[src/rtl/mode_timer_pkg.sv]
package mode_timer_pkg;
    localparam int CNT_W        = 16;
    localparam int PRE_CODE_W   = 3;
    localparam int PRE_BASE_SH  = 3;

    typedef enum logic [1:0] {
        MODE_TIMER = 2'b00,
        MODE_GATED = 2'b01,
        MODE_EVENT = 2'b10,
        MODE_QUAD  = 2'b11
    } tmode_t;

    typedef enum logic [1:0] {
        Q00 = 2'd0,
        Q10 = 2'd1,
        Q11 = 2'd2,
        Q01 = 2'd3
    } qstate_t;
endpackage

[src/rtl/mt_sync.sv]
module mt_sync #(
    parameter int WIDTH = 2
) (
    input  logic             clk,
    input  logic             rst_n,
    input  logic [WIDTH-1:0] d,
    output logic [WIDTH-1:0] q
);
    for (genvar i = 0; i < WIDTH; i++) begin : g_bit
        logic s1, s2;
        always_ff @(posedge clk or negedge rst_n) begin
            if (!rst_n) begin
                s1 <= 1'b0;
                s2 <= 1'b0;
            end else begin
                s1 <= d[i];
                s2 <= s1;
            end
        end
        assign q[i] = s2;
    end
endmodule

[src/rtl/mt_prescaler.sv]
module mt_prescaler #(
    parameter int CODE_W  = 3,
    parameter int BASE_SH = 3,
    localparam int PW = BASE_SH + (1 << CODE_W) - 1
) (
    input  logic              clk,
    input  logic              rst_n,
    input  logic              run,
    input  logic [CODE_W-1:0] code,
    output logic              tick
);
    logic [PW-1:0] pcnt;
    logic [PW:0]   divide;
    logic [PW-1:0] limit;

    always_comb begin
        divide = (PW+1)'(1) << (BASE_SH + int'(code));
        limit  = PW'(divide - (PW+1)'(1));
        tick   = run && (pcnt >= limit);
    end

    always_ff @(posedge clk or negedge rst_n) begin
        if (!rst_n)      pcnt <= '0;
        else if (!run)   pcnt <= '0;
        else if (tick)   pcnt <= '0;
        else             pcnt <= pcnt + PW'(1);
    end
endmodule

[src/rtl/mt_edge.sv]
module mt_edge (
    input  logic       clk,
    input  logic       rst_n,
    input  logic       sig,
    input  logic [1:0] sel,
    output logic       event_o
);
    logic prev;
    logic rise, fall;

    always_ff @(posedge clk or negedge rst_n) begin
        if (!rst_n) prev <= 1'b0;
        else        prev <= sig;
    end

    always_comb begin
        rise = sig & ~prev;
        fall = ~sig & prev;
        unique case (sel)
            2'b00:   event_o = rise;
            2'b01:   event_o = fall;
            default: event_o = rise | fall;
        endcase
    end
endmodule

[src/rtl/mt_quad_dec.sv]
module mt_quad_dec
    import mode_timer_pkg::*;
(
    input  logic clk,
    input  logic rst_n,
    input  logic enable,
    input  logic pa,
    input  logic pb,
    output logic step,
    output logic step_down,
    output logic dir,
    output logic err
);
    qstate_t state, obs;
    logic    bad;

    always_comb begin
        unique case ({pa, pb})
            2'b00: obs = Q00;
            2'b10: obs = Q10;
            2'b11: obs = Q11;
            default: obs = Q01;
        endcase
    end

    always_ff @(posedge clk or negedge rst_n) begin
        if (!rst_n) state <= Q00;
        else        state <= obs;
    end

    always_comb begin
        step      = 1'b0;
        step_down = 1'b0;
        bad       = 1'b0;
        unique case (state)
            Q00: unique case (obs)
                Q10: step = 1'b1;
                Q01: begin step = 1'b1; step_down = 1'b1; end
                Q11: bad = 1'b1;
                default: ;
            endcase
            Q10: unique case (obs)
                Q11: step = 1'b1;
                Q00: begin step = 1'b1; step_down = 1'b1; end
                Q01: bad = 1'b1;
                default: ;
            endcase
            Q11: unique case (obs)
                Q01: step = 1'b1;
                Q10: begin step = 1'b1; step_down = 1'b1; end
                Q00: bad = 1'b1;
                default: ;
            endcase
            default: unique case (obs)
                Q00: step = 1'b1;
                Q11: begin step = 1'b1; step_down = 1'b1; end
                Q10: bad = 1'b1;
                default: ;
            endcase
        endcase
    end

    always_ff @(posedge clk or negedge rst_n) begin
        if (!rst_n) begin
            dir <= 1'b0;
            err <= 1'b0;
        end else if (enable) begin
            if (step) dir <= step_down;
            if (bad)  err <= 1'b1;
        end
    end
endmodule

[src/rtl/mode_timer.sv]
module mode_timer
    import mode_timer_pkg::*;
(
    input  logic                  clk,
    input  logic                  rst_n,
    input  logic                  run,
    input  logic [1:0]            mode,
    input  logic                  dir_down,
    input  logic [PRE_CODE_W-1:0] presc_code,
    input  logic                  gate_pol,
    input  logic [1:0]            edge_sel,
    input  logic                  load_en,
    input  logic [CNT_W-1:0]      load_val,
    input  logic                  pin_a,
    input  logic                  pin_b,
    output logic [CNT_W-1:0]      count,
    output logic                  tog_out,
    output logic                  quad_dir,
    output logic                  quad_err
);
    tmode_t     mode_e;
    logic [1:0] pins_s;
    logic       a_s, b_s;
    logic       tick, edge_ev, q_step, q_down;
    logic       step, down, wrap;

    assign mode_e = tmode_t'(mode);

    mt_sync #(.WIDTH(2)) u_sync (
        .clk(clk), .rst_n(rst_n), .d({pin_b, pin_a}), .q(pins_s)
    );
    assign a_s = pins_s[0];
    assign b_s = pins_s[1];

    mt_prescaler #(.CODE_W(PRE_CODE_W), .BASE_SH(PRE_BASE_SH)) u_pre (
        .clk(clk), .rst_n(rst_n), .run(run), .code(presc_code), .tick(tick)
    );

    mt_edge u_edge (
        .clk(clk), .rst_n(rst_n), .sig(a_s), .sel(edge_sel), .event_o(edge_ev)
    );

    mt_quad_dec u_quad (
        .clk(clk), .rst_n(rst_n), .enable(mode_e == MODE_QUAD),
        .pa(a_s), .pb(b_s), .step(q_step), .step_down(q_down),
        .dir(quad_dir), .err(quad_err)
    );

    always_comb begin
        unique case (mode_e)
            MODE_TIMER: begin step = tick;                        down = dir_down; end
            MODE_GATED: begin step = tick && (a_s == gate_pol);   down = dir_down; end
            MODE_EVENT: begin step = run && edge_ev;              down = dir_down; end
            default:    begin step = run && q_step;               down = q_down;   end
        endcase
        wrap = step && (down ? (count == '0) : (count == '1));
    end

    always_ff @(posedge clk or negedge rst_n) begin
        if (!rst_n) begin
            count   <= '0;
            tog_out <= 1'b0;
        end else if (load_en) begin
            count   <= load_val;
        end else if (step) begin
            count   <= down ? count - CNT_W'(1) : count + CNT_W'(1);
            tog_out <= tog_out ^ wrap;
        end
    end
endmodule

[config.mk]
export PLATFORM = sky130hd
export DESIGN_NAME = mode_timer
export DESIGN_NICKNAME = d
export VERILOG_FILES = /design/src/rtl/mode_timer_pkg.sv /design/src/rtl/mt_sync.sv /design/src/rtl/mt_prescaler.sv /design/src/rtl/mt_edge.sv /design/src/rtl/mt_quad_dec.sv /design/src/rtl/mode_timer.sv
export SDC_FILE = /design/constraint.sdc
export NUM_CORES = 1
export LEC_CHECK = 0
export ABC_AREA = 1
export CAP_MARGIN = 20
export CORE_MARGIN = 2
export CORE_UTILIZATION = 55
export CTS_CLUSTER_SIZE = 20
export DETAILED_ROUTE_END_ITERATION = 8
export HOLD_SLACK_MARGIN = 0.15
export PLACE_DENSITY_LB_ADDON = 0.1
export REMOVE_ABC_BUFFERS = 1
export SETUP_SLACK_MARGIN = 0.05
export SLEW_MARGIN = 0
export SYNTH_ARGS = -nofsm -noshare
export SYNTH_HDL_FRONTEND = slang
export SYNTH_HIERARCHICAL = 1
export SYNTH_SLANG_ARGS = --single-unit
export TNS_END_PERCENT = 50
[constraint.sdc]
create_clock -name clk -period 3.8 [get_ports clk]
set_input_delay 0.76 -clock clk [delete_from_list [all_inputs] [get_ports clk]]
set_output_delay 0.76 -clock clk [all_outputs]
set_load 0.01 [all_outputs]
==> run summary <==
The flow ran to the end, and the final reports show no timing, DRC or antenna violations. The run gives 3230 sq um as the cell area after technology mapping. The tools report the type of origin of the critical path as an input pin. Sequential cells account for 36.2% of the total power.

In this run the vertical extent of the chip is 80.7 um. Synthesized area divided by synthesized cell count: 6.60 sq um. The floorplan step set the die width to 80.7 um.

The tightest min-delay check is of the register to register type. The register bit total from synthesis works out to 36. The category of the most critical setup path was input pin to register. For the weighted congestion at the end of routability-driven global placement, the log shows 0.916.

Across the run, the number of max-cap violations was 0. The maximum level of the CTS H-tree was 2. The clock network power share is 23.3%.

The logs give 0 for the number of hold violations in the final report and 4 for the first-pass iteration count of the detailed router. The initial utilization of the core area, before any placement, comes to 57.7%. Leaving out fill and tap cells, the most frequent cells in the layout are sky130_fd_sc_hd__nand2_1, sky130_fd_sc_hd__inv_1, sky130_fd_sc_hd__clkdlybuf4s50_1.

The tools report the largest net degree at the start of global routing as 37. Endpoint type of the worst setup path: a register. The quantity of I/O buffers inserted on ports works out to 49.

0 antenna diodes ended up in the layout. The cell chosen for the clock root is sky130_fd_sc_hd__clkbuf_8. Fill cells in the final layout number 514. From synthesis to final layout, the design area changed by 20.0%. The logs give 0 ns for the summed negative setup slack over all endpoints and 5610 sq um for the placeable core region. Setup violations remaining at the end of the flow were counted as 0. At the end of the flow, the number of nets in the layout was 608.

The logs give 40.5% for the relative contribution of combinational cells to total power and 3009 for the number of global-route vias before repair. The number of setup buffers added after CTS is 0. Setup repair after global routing left no endpoint under its margin. The logs give 0 for the number of max-slew violations in the final report and 0.209 mV for the worst IR drop on VDD. The run gives 0 as the number of antenna violations at the first check in global routing. The power density relative to cell area works out to 330 nW/um^2. Yosys printed 6 warnings. The clock edge transition at the registers on the reported setup and hold paths was 0.07 ns; the clock latency reported for the late side of the worst-skew pair was 0.28 ns.

For the final database, setup skew stands at 0.00641 ns. For this block, the via count after detailed routing is 3082. After layout, the design draws a total of 1.28 mW.

The CTS sink count is 36, and the number of buffers between clock root and the deepest sink is 2. The run gives 0 as the count of cells resized by post-cts repair. Data arrives at the worst endpoint at 3.17 ns. The total grt overflow was 0.

Global routing used 24.9% of the available tracks. The number of standard cells after synthesis came out at 490. The internal power of the cells totals 0.801 mW. The floorplan step defined a die boundary enclosing 6510 sq um. Buffers inserted to repair hold after CTS numbered 0. For the finished layout, the period the worst path requires is 2.99 ns. Of the available clock period, the critical path in the final layout requires 78.6%. The library cell used most frequently in the layout, excluding fill and tap cells, is sky130_fd_sc_hd__nand2_1. In the routed layout, each cell is associated on average with a via count of 5.01. The detailed router finished its first iteration with 110 violations. Detailed placement ended at an HPWL of 5720 um. TritonCTS built the clock tree. For the final wirelength, the log shows 7380 um. The net switching share of the total power works out to 37.5%. Synthesis instantiated 36 different standard cells from the library. Along the worst path, the maximum fanout reaches 15. The final antenna-violating net count was 0; the leakage power total was 2.11 nW. In this run the core area contains 27 standard-cell rows.

For the pin with the worst max-slew slack, the measured transition is 0.834 ns. During I/O placement, the number of pins put on the boundary was 50. The tools report the maximum clock frequency as 0.335 GHz. The first global-routing pass estimated 12700 um of wire. The number of clock buffers added by TritonCTS is 5. For this design the total switching power over the nets is 0.481 mW.

The remaining max-slew budget at the tightest pin was 44.4%; the total DRC errors in the routed layout was 0. Summing the sequential cell areas from Yosys gives 27.9% of the chip area. Of the cells placed in the final design, the portion with a size suffix greater than 1 is 7.18%.

At the worst endpoint, the required time is 3.98 ns. Wire length per cell after detailed routing: 12.0 um.
-- flip-flops by register name, indices dropped and copies added (netlist names) --
| name | count |
|---|---|
| u_sync/g_bit.s2 | 2 |
| u_sync/g_bit.s1 | 2 |
| u_pre/pcnt | 10 |
| tog_out | 1 |
| u_quad/err | 1 |
| count | 16 |
| u_quad/state | 2 |
| u_quad/dir | 1 |
| u_edge/prev | 1 |
-- critical path, stage by stage --
cell and delay, ns:
sky130_fd_sc_hd__clkdlybuf4s50_1 0.58, sky130_fd_sc_hd__o21ai_0 0.15, sky130_fd_sc_hd__ha_1 0.31, sky130_fd_sc_hd__nand2_1 0.06
sky130_fd_sc_hd__nor2_1 0.10, sky130_fd_sc_hd__nand3_1 0.14, sky130_fd_sc_hd__a31oi_1 0.20, sky130_fd_sc_hd__inv_1 0.05
sky130_fd_sc_hd__nor2_1 0.08, sky130_fd_sc_hd__o21ai_1 0.10, sky130_fd_sc_hd__nand2_4 0.12, sky130_fd_sc_hd__nand2_2 0.08
sky130_fd_sc_hd__inv_2 0.23, sky130_fd_sc_hd__nand2_1 0.09, sky130_fd_sc_hd__nand2_1 0.06, sky130_fd_sc_hd__nand2_1 0.04
-- power groups by stage --
stage          sequential [mW]  combinational, mW  clock, mW
3_5_place_dp             0.470              0.516          0
2_1_floorplan            0.471              0.329          0
5_1_grt                  0.470              0.594      0.325
6_report                 0.464              0.519      0.298
4_1_cts                  0.464              0.521      0.309
3_3_place_gp             0.470              0.501          0
-- metal layers --
layer  track usage, %  up-vias  wire length (um)
met3             4.38       15               272
li1                 -     1606                 -
met4             8.31        0               150
met5                0        -                 0
met2             46.7       60              3760
met1             28.2     1401              3190
-- path summary, 6_finish.rpt --
check / cells after the start / to / slack (ns) / from
hold reg to reg: 0 / u_sync/g_bit[1].s2$_DFF_PN0_ / 0.36 / u_sync/g_bit[1].s1$_DFF_PN0_
hold / removal: 0 / u_sync/g_bit[1].s2$_DFF_PN0_ / 0.36 / u_sync/g_bit[1].s1$_DFF_PN0_
max in group asynchronous: 1 / u_quad/err$_DFFE_PN0P_ / 2.69 / rst_n
setup / recovery: 16 / tog_out$_DFFE_PN0P_ / 0.81 / presc_code[2]
setup reg to reg: 19 / count[12]$_DFFE_PN0P_ / 0.90 / u_sync/g_bit[0].s2$_DFF_PN0_
min in group asynchronous: 1 / count[8]$_DFFE_PN0P_ / 0.57 / rst_n
-- final cells by class --
class / count / area (sq um) / area share [%]
Tap cell: 72 / 90.1 / 2.32
Inverter: 88 / 330 / 8.51
Sequential cell: 36 / 901 / 23.2
Clock buffer: 7 / 96.3 / 2.48
Multi-Input combinational cell: 360 / 1960 / 50.4
Timing Repair Buffer: 52 / 508 / 13.1
-- Yosys cell counts --
library cell	instances	area [sq um]
sky130_fd_sc_hd__xnor2_1	4	35.0
sky130_fd_sc_hd__inv_1	82	308
sky130_fd_sc_hd__conb_1	1	3.75
sky130_fd_sc_hd__buf_4	2	15.0
sky130_fd_sc_hd__nor2_2	6	37.5
sky130_fd_sc_hd__nand4_4	1	21.3
sky130_fd_sc_hd__nand2_4	1	11.3
sky130_fd_sc_hd__a31oi_1	1	6.26
sky130_fd_sc_hd__or2_1	2	12.5
sky130_fd_sc_hd__nand2_1	180	676
sky130_fd_sc_hd__or2_0	1	6.26
sky130_fd_sc_hd__dfrtp_1	36	901
sky130_fd_sc_hd__o211ai_1	2	15.0
sky130_fd_sc_hd__o21ai_2	1	8.76
sky130_fd_sc_hd__buf_6	2	22.5
sky130_fd_sc_hd__nor3_1	8	40.0
sky130_fd_sc_hd__nand2_2	7	43.8
sky130_fd_sc_hd__xor2_1	9	78.8
sky130_fd_sc_hd__o21ai_0	3	15.0
sky130_fd_sc_hd__clkbuf_1	1	3.75
sky130_fd_sc_hd__a21oi_1	9	45.0
sky130_fd_sc_hd__o21a_1	1	7.51
sky130_fd_sc_hd__nand4_1	2	12.5
sky130_fd_sc_hd__or2_2	1	6.26
sky130_fd_sc_hd__o21ai_1	3	15.0
sky130_fd_sc_hd__buf_2	1	5.00
sky130_fd_sc_hd__ha_1	33	413
sky130_fd_sc_hd__inv_2	6	22.5
sky130_fd_sc_hd__nand4_2	1	12.5
sky130_fd_sc_hd__nor2_8	1	20.0
sky130_fd_sc_hd__nor2_4	2	22.5
sky130_fd_sc_hd__fa_1	1	20.0
sky130_fd_sc_hd__nand3b_1	3	22.5
sky130_fd_sc_hd__a21oi_4	1	16.3
sky130_fd_sc_hd__nor2_1	34	128
sky130_fd_sc_hd__nand3_1	41	205
-- cell families (layout without fill, tap and decap cells) --
kind of cell             after synthesis  after routing  share of synthesized area [%]
XOR/XNOR                              13             13                           3.52
other                                  1              1                          0.116
adder cells (fa/ha/maj)               34             34                           13.4
flip-flops                            36             36                           27.9
AO/OA/AOI/OAI                         21             21                           3.98
buffers and inverters                 94            147                           11.6
AND/OR/NAND/NOR                      291            291                           39.5
-- per-stage QoR --
step / instances / worst slack [ns] / utilization [%] / hold WS (ns) / area, sq um
floorplan: 484 / 1.04 / - / 0.331 / 3190
global placement: 608 / 0.627 / 67.5 / 0.334 / 3790
detailed placement: 608 / 0.486 / 67.5 / 0.342 / 3790
CTS: 615 / 0.784 / 69.2 / 0.358 / 3880
global route: 615 / 0.604 / 69.2 / 0.376 / 3880
finish: 615 / 0.812 / 69.2 / 0.358 / 3880
No activity file was read; power rests on OpenSTA's default activity.
